`src/rtl/ddc_rate_pkg.sv`:
```
package ddc_rate_pkg;

   localparam int SPD_W = 8;
   typedef logic [SPD_W-1:0] spd_vec_t;

   localparam spd_vec_t SPD_10K = 8'h04;
   localparam spd_vec_t SPD_50K = 8'h80;

   // Bit rate in bit/s encoded by each position of the speed vector.
   function automatic int unsigned bit_rate_hz(input int b);
      case (b)
         0:       return 32'd1000;
         1:       return 32'd3000;
         2:       return 32'd10000;
         3:       return 32'd100000;
         4:       return 32'd400000;
         5:       return 32'd1000000;
         7:       return 32'd50000;
         default: return 32'd0;
      endcase
   endfunction

   // Bit position holding the r-th slowest speed. Bit7 (50k) sits between bit2 and bit3.
   function automatic logic [2:0] slow_rank_bit(input int r);
      case (r)
         0:       return 3'd0;
         1:       return 3'd1;
         2:       return 3'd2;
         3:       return 3'd7;
         4:       return 3'd3;
         5:       return 3'd4;
         6:       return 3'd5;
         default: return 3'd6;
      endcase
   endfunction

   // One-hot of the slowest speed present in m (zero if m carries no rate bit).
   function automatic spd_vec_t pick_slowest(input spd_vec_t m);
      spd_vec_t res;
      logic     found;
      res   = '0;
      found = 1'b0;
      for (int r = 0; r < 7; r++) begin
         if (!found && m[slow_rank_bit(r)]) begin
            res[slow_rank_bit(r)] = 1'b1;
            found = 1'b1;
         end
      end
      return res;
   endfunction

endpackage

```
`src/rtl/ddc_rate_reg.sv`:
```
module ddc_rate_reg
   import ddc_rate_pkg::*;
#(
   parameter spd_vec_t CAP = 8'h8F
) (
   input  logic     clk,
   input  logic     rst_n,
   input  logic     strap_slow,
   input  logic     wr_en,
   input  spd_vec_t wr_data,
   output spd_vec_t speed_q
);

   spd_vec_t hit;
   spd_vec_t pick;

   always_comb begin
      hit  = wr_data & CAP;
      pick = pick_slowest(hit);
   end

   always_ff @(posedge clk) begin
      if (!rst_n) begin
         speed_q <= strap_slow ? SPD_10K : SPD_50K;
      end else if (wr_en && (|hit)) begin
         speed_q <= pick;
      end
   end

endmodule

```
`src/rtl/ddc_rate_div.sv`:
```
module ddc_rate_div
   import ddc_rate_pkg::*;
#(
   parameter int unsigned REF_HZ = 27_000_000,
   parameter spd_vec_t    CAP    = 8'h8F,
   parameter int          TCW    = 13
) (
   input  logic           clk,
   input  logic           rst_n,
   input  logic           strap_slow,
   input  logic           busy,
   input  spd_vec_t       speed,
   output logic [TCW-1:0] tc_q,
   output logic           tick_q
);

   localparam logic [TCW-1:0] TC_RST_HI = TCW'(REF_HZ / (4 * bit_rate_hz(2)) - 1);
   localparam logic [TCW-1:0] TC_RST_LO = TCW'(REF_HZ / (4 * bit_rate_hz(7)) - 1);

   logic [TCW-1:0] lane [SPD_W];
   logic [TCW-1:0] tc_sel;
   logic [TCW-1:0] cnt_q;

   for (genvar b = 0; b < SPD_W; b++) begin : g_lane
      if (CAP[b]) begin : g_sup
         localparam int unsigned TCV = REF_HZ / (4 * bit_rate_hz(b)) - 1;
         assign lane[b] = speed[b] ? TCW'(TCV) : '0;
      end else begin : g_unsup
         assign lane[b] = '0;
      end
   end

   always_comb begin
      tc_sel = '0;
      for (int b = 0; b < SPD_W; b++) begin
         tc_sel = tc_sel | lane[b];
      end
   end

   always_ff @(posedge clk) begin
      if (!rst_n) begin
         tc_q   <= strap_slow ? TC_RST_HI : TC_RST_LO;
         cnt_q  <= '0;
         tick_q <= 1'b0;
      end else begin
         if (!busy) begin
            tc_q <= tc_sel;
         end
         if (cnt_q >= tc_q) begin
            cnt_q  <= '0;
            tick_q <= 1'b1;
         end else begin
            cnt_q  <= cnt_q + 1'b1;
            tick_q <= 1'b0;
         end
      end
   end

endmodule

```
`src/rtl/ddc_defer_gen.sv`:
```
module ddc_defer_gen (
   input  logic clk,
   input  logic rst_n,
   input  logic req,
   input  logic busy,
   output logic defer_q
);

   always_ff @(posedge clk) begin
      if (!rst_n) begin
         defer_q <= 1'b0;
      end else begin
         defer_q <= req & busy;
      end
   end

endmodule

```
`src/rtl/ddc_rate_sel.sv`:
```
module ddc_rate_sel
   import ddc_rate_pkg::*;
#(
   parameter int unsigned REF_HZ = 27_000_000,
   parameter logic [7:0]  CAP    = 8'h8F,
   parameter int          TCW    = $clog2(REF_HZ / 4000 + 1)
) (
   input  logic           clk,
   input  logic           rst_n,
   input  logic           strap_slow,
   input  logic           ctl_wr_en,
   input  logic [7:0]     ctl_wr_data,
   input  logic           xfer_busy,
   input  logic           aux_req,
   output logic [7:0]     cap_map,
   output logic [7:0]     speed_code,
   output logic [TCW-1:0] div_tc,
   output logic           qtr_tick,
   output logic           defer_reply
);

   localparam int unsigned MAX_TC = REF_HZ / 4000;

   if (CAP[4] || CAP[5] || CAP[6]) begin : g_bad_cap
      $error("capability map claims an unsupported or reserved speed");
   end
   if (!CAP[2] || !CAP[7]) begin : g_bad_dflt
      $error("reset-default speeds must be in the capability map");
   end
   if (REF_HZ / 400000 < 2) begin : g_bad_ref
      $error("reference clock too slow for the fastest supported speed");
   end
   if (MAX_TC >= (1 << TCW)) begin : g_bad_tcw
      $error("TCW too narrow for the slowest speed");
   end

   spd_vec_t speed_q;

   assign cap_map    = CAP;
   assign speed_code = speed_q;

   ddc_rate_reg #(.CAP(CAP)) u_reg (
      .clk        (clk),
      .rst_n      (rst_n),
      .strap_slow (strap_slow),
      .wr_en      (ctl_wr_en),
      .wr_data    (ctl_wr_data),
      .speed_q    (speed_q)
   );

   ddc_rate_div #(.REF_HZ(REF_HZ), .CAP(CAP), .TCW(TCW)) u_div (
      .clk        (clk),
      .rst_n      (rst_n),
      .strap_slow (strap_slow),
      .busy       (xfer_busy),
      .speed      (speed_q),
      .tc_q       (div_tc),
      .tick_q     (qtr_tick)
   );

   ddc_defer_gen u_defer (
      .clk     (clk),
      .rst_n   (rst_n),
      .req     (aux_req),
      .busy    (xfer_busy),
      .defer_q (defer_reply)
   );

endmodule

```
`config.mk`:
```
export PLATFORM = sky130hd
export DESIGN_NAME = ddc_rate_sel
export DESIGN_NICKNAME = d
export VERILOG_FILES = /design/src/rtl/ddc_rate_pkg.sv /design/src/rtl/ddc_rate_reg.sv /design/src/rtl/ddc_rate_div.sv /design/src/rtl/ddc_defer_gen.sv /design/src/rtl/ddc_rate_sel.sv
export SDC_FILE = /design/constraint.sdc
export NUM_CORES = 1
export LEC_CHECK = 0
export ABC_AREA = 1
export BUFFER_PORTS_ARGS = -buffer_cell sky130_fd_sc_hd__buf_2
export CAP_MARGIN = 5
export CORE_MARGIN = 1
export CORE_UTILIZATION = 34
export CTS_CLUSTER_SIZE = 14
export DETAILED_ROUTE_END_ITERATION = 16
export GPL_TIMING_DRIVEN = 0
export PLACE_DENSITY = 0.6
export SLEW_MARGIN = 20
export SYNTH_ARGS = -nofsm -noshare
export SYNTH_HDL_FRONTEND = slang
export SYNTH_SLANG_ARGS = --single-unit
export TNS_END_PERCENT = 5
```
`constraint.sdc`:
```
create_clock -name clk -period 4.7 [get_ports clk]
set_input_delay 0.705 -clock clk [delete_from_list [all_inputs] [get_ports clk]]
set_output_delay 0.705 -clock clk [all_outputs]
set_load 0.005 [all_outputs]
```
After elaboration in Yosys (flattened, before gate mapping)
Cells that the tools add are included.
{"block": "word_totals", "regBits": 36, "output_inout_bits": 31}
{"block": "op_classes", "n_addsub": 1, "magnitude_cmp": 11, "n_eq_ne": 2, "n_mux": 36, "bitwise": 10, "n_reduce_logical": 16}
{"op": "$mux W8", "count": 9}
{"op": "$or A13 B13 Y13", "count": 4}
{"op": "$mux W13", "count": 3}
{"op": "$or A8 B8 Y8", "count": 4}
{"op": "$lt A3 B4 Y1 const B", "count": 5}
{"op": "$mux W10", "count": 2}
{"op": "$demux W1 S3", "count": 5}
{"op": "$ge A3 B1 Y1 const B", "count": 5}
{"op": "$mux W3", "count": 5}
{"op": "$add A13 B1 Y13 const B", "count": 1}
{"op": "$ge A13 B13 Y1", "count": 1}
{"op": "$mux W12", "count": 1}
{"op": "$logic_and A1 B1 Y1", "count": 10}
{"op": "$mux W1", "count": 10}
{"op": "$mux W7", "count": 1}
{"op": "$reduce_or A5 Y1", "count": 1}
{"op": "$logic_not A1 Y1", "count": 4}
{"op": "$ne A2 B1 Y1 const B", "count": 1}
{"op": "$ne A2 B2 Y1 const B", "count": 1}
{"op": "$reduce_or A2 Y1", "count": 1}
{"op": "$and A1 B1 Y1", "count": 1}
{"op": "$not A1 Y1", "count": 1}

Depth between registers and ports, before layout
{"block": "logic_depth", "depth_word": 21, "depth_mapped": 10}

Hierarchy
Synthesis repeated with hierarchy kept, for this count alone.
{"block": "unflattened", "hier_cells": 204, "hier_area_um2": 1674.1}
{"mod": "ddc_rate_div", "n_inst": 1, "cells_per_inst": 160, "area_per_inst_um2": 1303.8, "seq_area_each_um2": 520.5}
{"mod": "ddc_rate_reg", "n_inst": 1, "cells_per_inst": 30, "area_per_inst_um2": 269.0, "seq_area_each_um2": 150.1}
{"mod": "ddc_rate_sel", "n_inst": 1, "cells_per_inst": 10, "area_per_inst_um2": 67.6, "seq_area_each_um2": 0.0}
{"mod": "ddc_defer_gen", "n_inst": 1, "cells_per_inst": 4, "area_per_inst_um2": 33.8, "seq_area_each_um2": 20.0}

Worst setup path after synthesis
OpenSTA, ideal clock, no wires.
{"block": "synth_path", "path_kind": "input port to flip-flop", "startpoint": "in ctl_wr_data[1]", "endpoint": "reg u_reg.speed_q[0] (enable)", "setup_time_ns": 0.274, "arrival_time_ns": 1.416, "t_required_ns": 4.426, "setup_slack_ns": 3.009, "stages": 5, "path_buffers": 0, "path_cell_list": "nor2_1 nand2_1 or2_2 o21ai_0 nand2_1"}
{"block": "synth_between", "elab_chain_len": 3}
{"element": "start: declaration", "line": "ddc_rate_sel.sv:12", "rtl": "input logic [7:0] ctl_wr_data,"}
{"element": "$reduce_or A5 Y1", "line": "ddc_rate_reg.sv:25", "rtl": "end else if (wr_en && (|hit)) begin"}
{"element": "$logic_and A1 B1 Y1", "line": "ddc_rate_reg.sv:25"}
{"element": "$ne A2 B1 Y1 (no source line)"}
{"element": "end signal: assignment", "line": "ddc_rate_reg.sv:24", "rtl": "speed_q <= strap_slow ? SPD_10K : SPD_50K;"}
{"element": "end signal: assignment", "line": "ddc_rate_reg.sv:26", "rtl": "speed_q <= pick;"}
{"element": "end: declaration", "line": "ddc_rate_reg.sv:11", "rtl": "output spd_vec_t speed_q"}
Every way passes these cells.
A chain may end at the register's enable or synchronous reset.

Worst setup path in the final report
{"block": "layout_path", "startpoint": "reg u_div.tc_q[11]", "endpoint": "reg u_div.cnt_q[0]"}
{"block": "layout_between", "elab_chain_len": 2}
{"element": "start: declaration", "line": "ddc_rate_div.sv:13", "rtl": "output logic [TCW-1:0] tc_q,"}
{"element": "start signal: assignment", "line": "ddc_rate_div.sv:42", "rtl": "tc_q <= strap_slow ? TC_RST_HI : TC_RST_LO;"}
{"element": "start signal: assignment", "line": "ddc_rate_div.sv:47", "rtl": "tc_q <= tc_sel;"}
{"element": "$ge A13 B13 Y1", "line": "ddc_rate_div.sv:49", "rtl": "if (cnt_q >= tc_q) begin"}
{"element": "$reduce_or A2 Y1 (no source line)"}
{"element": "end signal: assignment", "line": "ddc_rate_div.sv:53", "rtl": "cnt_q <= cnt_q + 1'b1;"}
{"element": "end: declaration", "line": "ddc_rate_div.sv:22", "rtl": "logic [TCW-1:0] cnt_q;"}
Every way passes these cells.

==> run_results.csv <==
group,metric,value,unit
power,clockPowerShare,26.7,%
setup_path,cpPeakStageDelay,430,ps
routing,first_pass_iters,4,
setup_path,crit_path_end_kind,"flop",
placed_design,dp_hpwl,2310,um
routing,viasPerCell,4.03,
logic_synthesis,synthCells,195,
global_routing,grt_first_pass_wirelength,4570,um
logic_synthesis,synth_flop_cell,"dfxtp_1",
sta,slew_violations,0,
layout,final_cells,304,
layout,final_nets,264,
floorplan,dieArea,5250,um^2
setup_path,critPathLaunchType,"flop",
setup_path,cp_slowest_cell,"edfxtp_1",
logic_synthesis,yosysMostFrequentCell,"nand2_1",
logic_synthesis,netlist_area,1690,um^2
layout,area_growth,18.1,%
cts,tritoncts,"done",
logic_synthesis,synth_seq_area_share,40.9,%
routing,drt_wl_total,2700,um
placed_design,io_buffer_count,27,
outcome,status,"completed",
setup_path,path_cells,"inv_1 > ha_1 > nand2_1 > nor2_2 > nand2_1 > o21bai_4 > nand3_4 > buf_6 > nor2_2",
power,leakage,0.957,nW
power,peakVddDrop,152,uV
routing,drc,0,
sta,fin_crit,1750,ps
logic_synthesis,netlist.top_cell.by_area,"edfxtp_1",
min_path,holdCritPathClass,"reg -> reg",
global_routing,gr-total-overflow,0,
routing,drtIter0Drc,59,
routing,route.top_layer_used,"met4",
logic_synthesis,synth_top_area_share,23.1,%
power,intPower,0.368,mW
global_routing,grtUsageTotal,11.1,%
logic_synthesis,syn_area_per_cell,8.65,um^2
setup_path,criticalPathCategory,"reg -> reg",
power,power_per_cell_area,246,nW/um^2
floorplan,initial_utilization,35.5,%
power,comb_power_share,16.5,%
floorplan,io_pins,45,
placed_design,dp_cells,300,
power,switching_power,0.123,mW
logic_synthesis,synth_cell_types,29,
cts,cts_root_buf,"clkbuf_8",
routing,antenna_left,0,
flow_run,cap_violations,0,
sta,rsz0062_at_grt,"false",
global_routing,grt_pass1_vias,1184,
sta,finalSetupViolations,0,
cts,cts_buffer_depth,2,
global_routing,grt_start_max_net_pins,16,
setup_path,crit_buf_inv,2,
routing,wire_per_inst,8.88,um
power,power.share.sequential,56.9,%
cts,htree_levels,1,
logic_synthesis,synth_edf_count,13,
cts,cts_sinks,28,
floorplan,die-width,72.4,um
layout,final_core_util,41.9,%
routing,vias,1226,
cts,path_clk_slew,90,ps
layout,drive_gt1_share,31.2,%
setup_path,required,4870,ps
sta,period_share,37.2,%
cts,cts_resized,0,
setup_path,critPathMaxFanout,10,
logic_synthesis,synth_common_cells,"nand2_1, inv_1, buf_4",
routing,met1Wirelength,1140,um
layout,n_antenna_cell,0,
routing,wl_met2,1440,um
floorplan,core-area,4750,um^2
placed_design,place_congestion,0.768,
logic_synthesis,async_flop_share,0,%
sta,fin_skew,3.99,ps
power,p_sw_share,25.0,%
setup_path,cp.arrival,1920,ps
cts,clock_latency,270,ps
floorplan,row_count,25,
logic_synthesis,yosysWarnings,0,
sta,setup-tns-final,0,ps
power,total_power,0.490,mW
floorplan,fp.dieH,72.4,um
global_routing,antenna_found_initial,0,
sta,max_freq,573,MHz
layout,finalInstanceArea,1990,um^2
routing,dr_wl_met3,106,um
cts,cts_made_buffers,3,
cts,cts_setup_buffers,0,
sta,hold_viol,0,
logic_synthesis,ys_top_cells_by_area,"edfxtp_1, dfxtp_1, ha_1, buf_4, nand2_1",
placed_design,placed_area,1950,um^2
cts,cts_hold_buf,0,
logic_synthesis,ys_ff_latch,28,
setup_path,crit_family,"simple AND/OR/NAND/NOR gates",
[layer usage]
metal	track usage, %	up-vias
met5	0	-
met4	1.31	0
met3	3.33	2
met2	23.3	25
met1	10.7	540
li1	-	659
[kinds of logic after synthesis]
logic type      count (synthesis)  share of synthesized area, %
other cells                     2                         0.445
buf+inv                        51                          16.0
compound gates                 12                          4.97
xor+xnor                       10                          5.19
fa+ha+maj                      12                          8.90
flops                          28                          40.9
simple gates                   80                          23.5
[sequential cells by signal, indices dropped and copies added, names as in the netlist]
register and flops:
u_div.cnt_q 13, u_div.tc_q 8, u_reg.speed_q 5, u_defer.defer_q 1
u_div.tick_q 1
[cells in the final DEF, fill, tap and decap left out, drive strengths merged]
cell type  count
nor2          32
ha            12
dfxtp         15
nand2         33
a21o           1
a31oi          1
clkbuf         3
a21oi          5
conb          13
o21bai         1
nor3           2
inv           31
clkinv         1
buf           47
o211ai         1
xnor2          3
o21ai          3
nor3b          1
nand3         10
edfxtp        13
nand4          1
xor2           7
or2            1
[power groups by stage]
stage / registers, mW / logic [mW] / clock network, mW
floorplan: 0.284 / 0.0556 / 0
global placement: 0.285 / 0.0808 / 0
detailed placement: 0.285 / 0.0816 / 0
CTS: 0.280 / 0.0819 / 0.134
global route: 0.281 / 0.0923 / 0.142
finish: 0.279 / 0.0808 / 0.131
[stage by stage]
step	setup slack, ps	hold WS [ps]
finish	2950	488
global route	2770	526
CTS	2900	499
detailed placement	2800	468
global placement	2810	462
floorplan	3010	439
[path summary, 6_finish.rpt]
kind / end / depth (start not counted) / startpoint / slack [ps]
min: u_div.cnt_q[0] / 1 / u_div.cnt_q[0] / 490
max reg2reg: u_div.cnt_q[0] / 9 / u_div.tc_q[11] / 2950
max: u_div.cnt_q[0] / 9 / u_div.tc_q[11] / 2950
min reg2reg: u_div.cnt_q[0] / 1 / u_div.cnt_q[0] / 490
[layout make-up]
type,count,area [um^2]
multi-input combinational,127,767
sequential,28,691
clock buffer,3,41.3
timing repair buffer,27,135
tap,67,83.8
fill,499,2760
clock inverter,1,3.75
inverter,31,116
buffer,20,154
No activity file was read; power rests on OpenSTA's default activity.
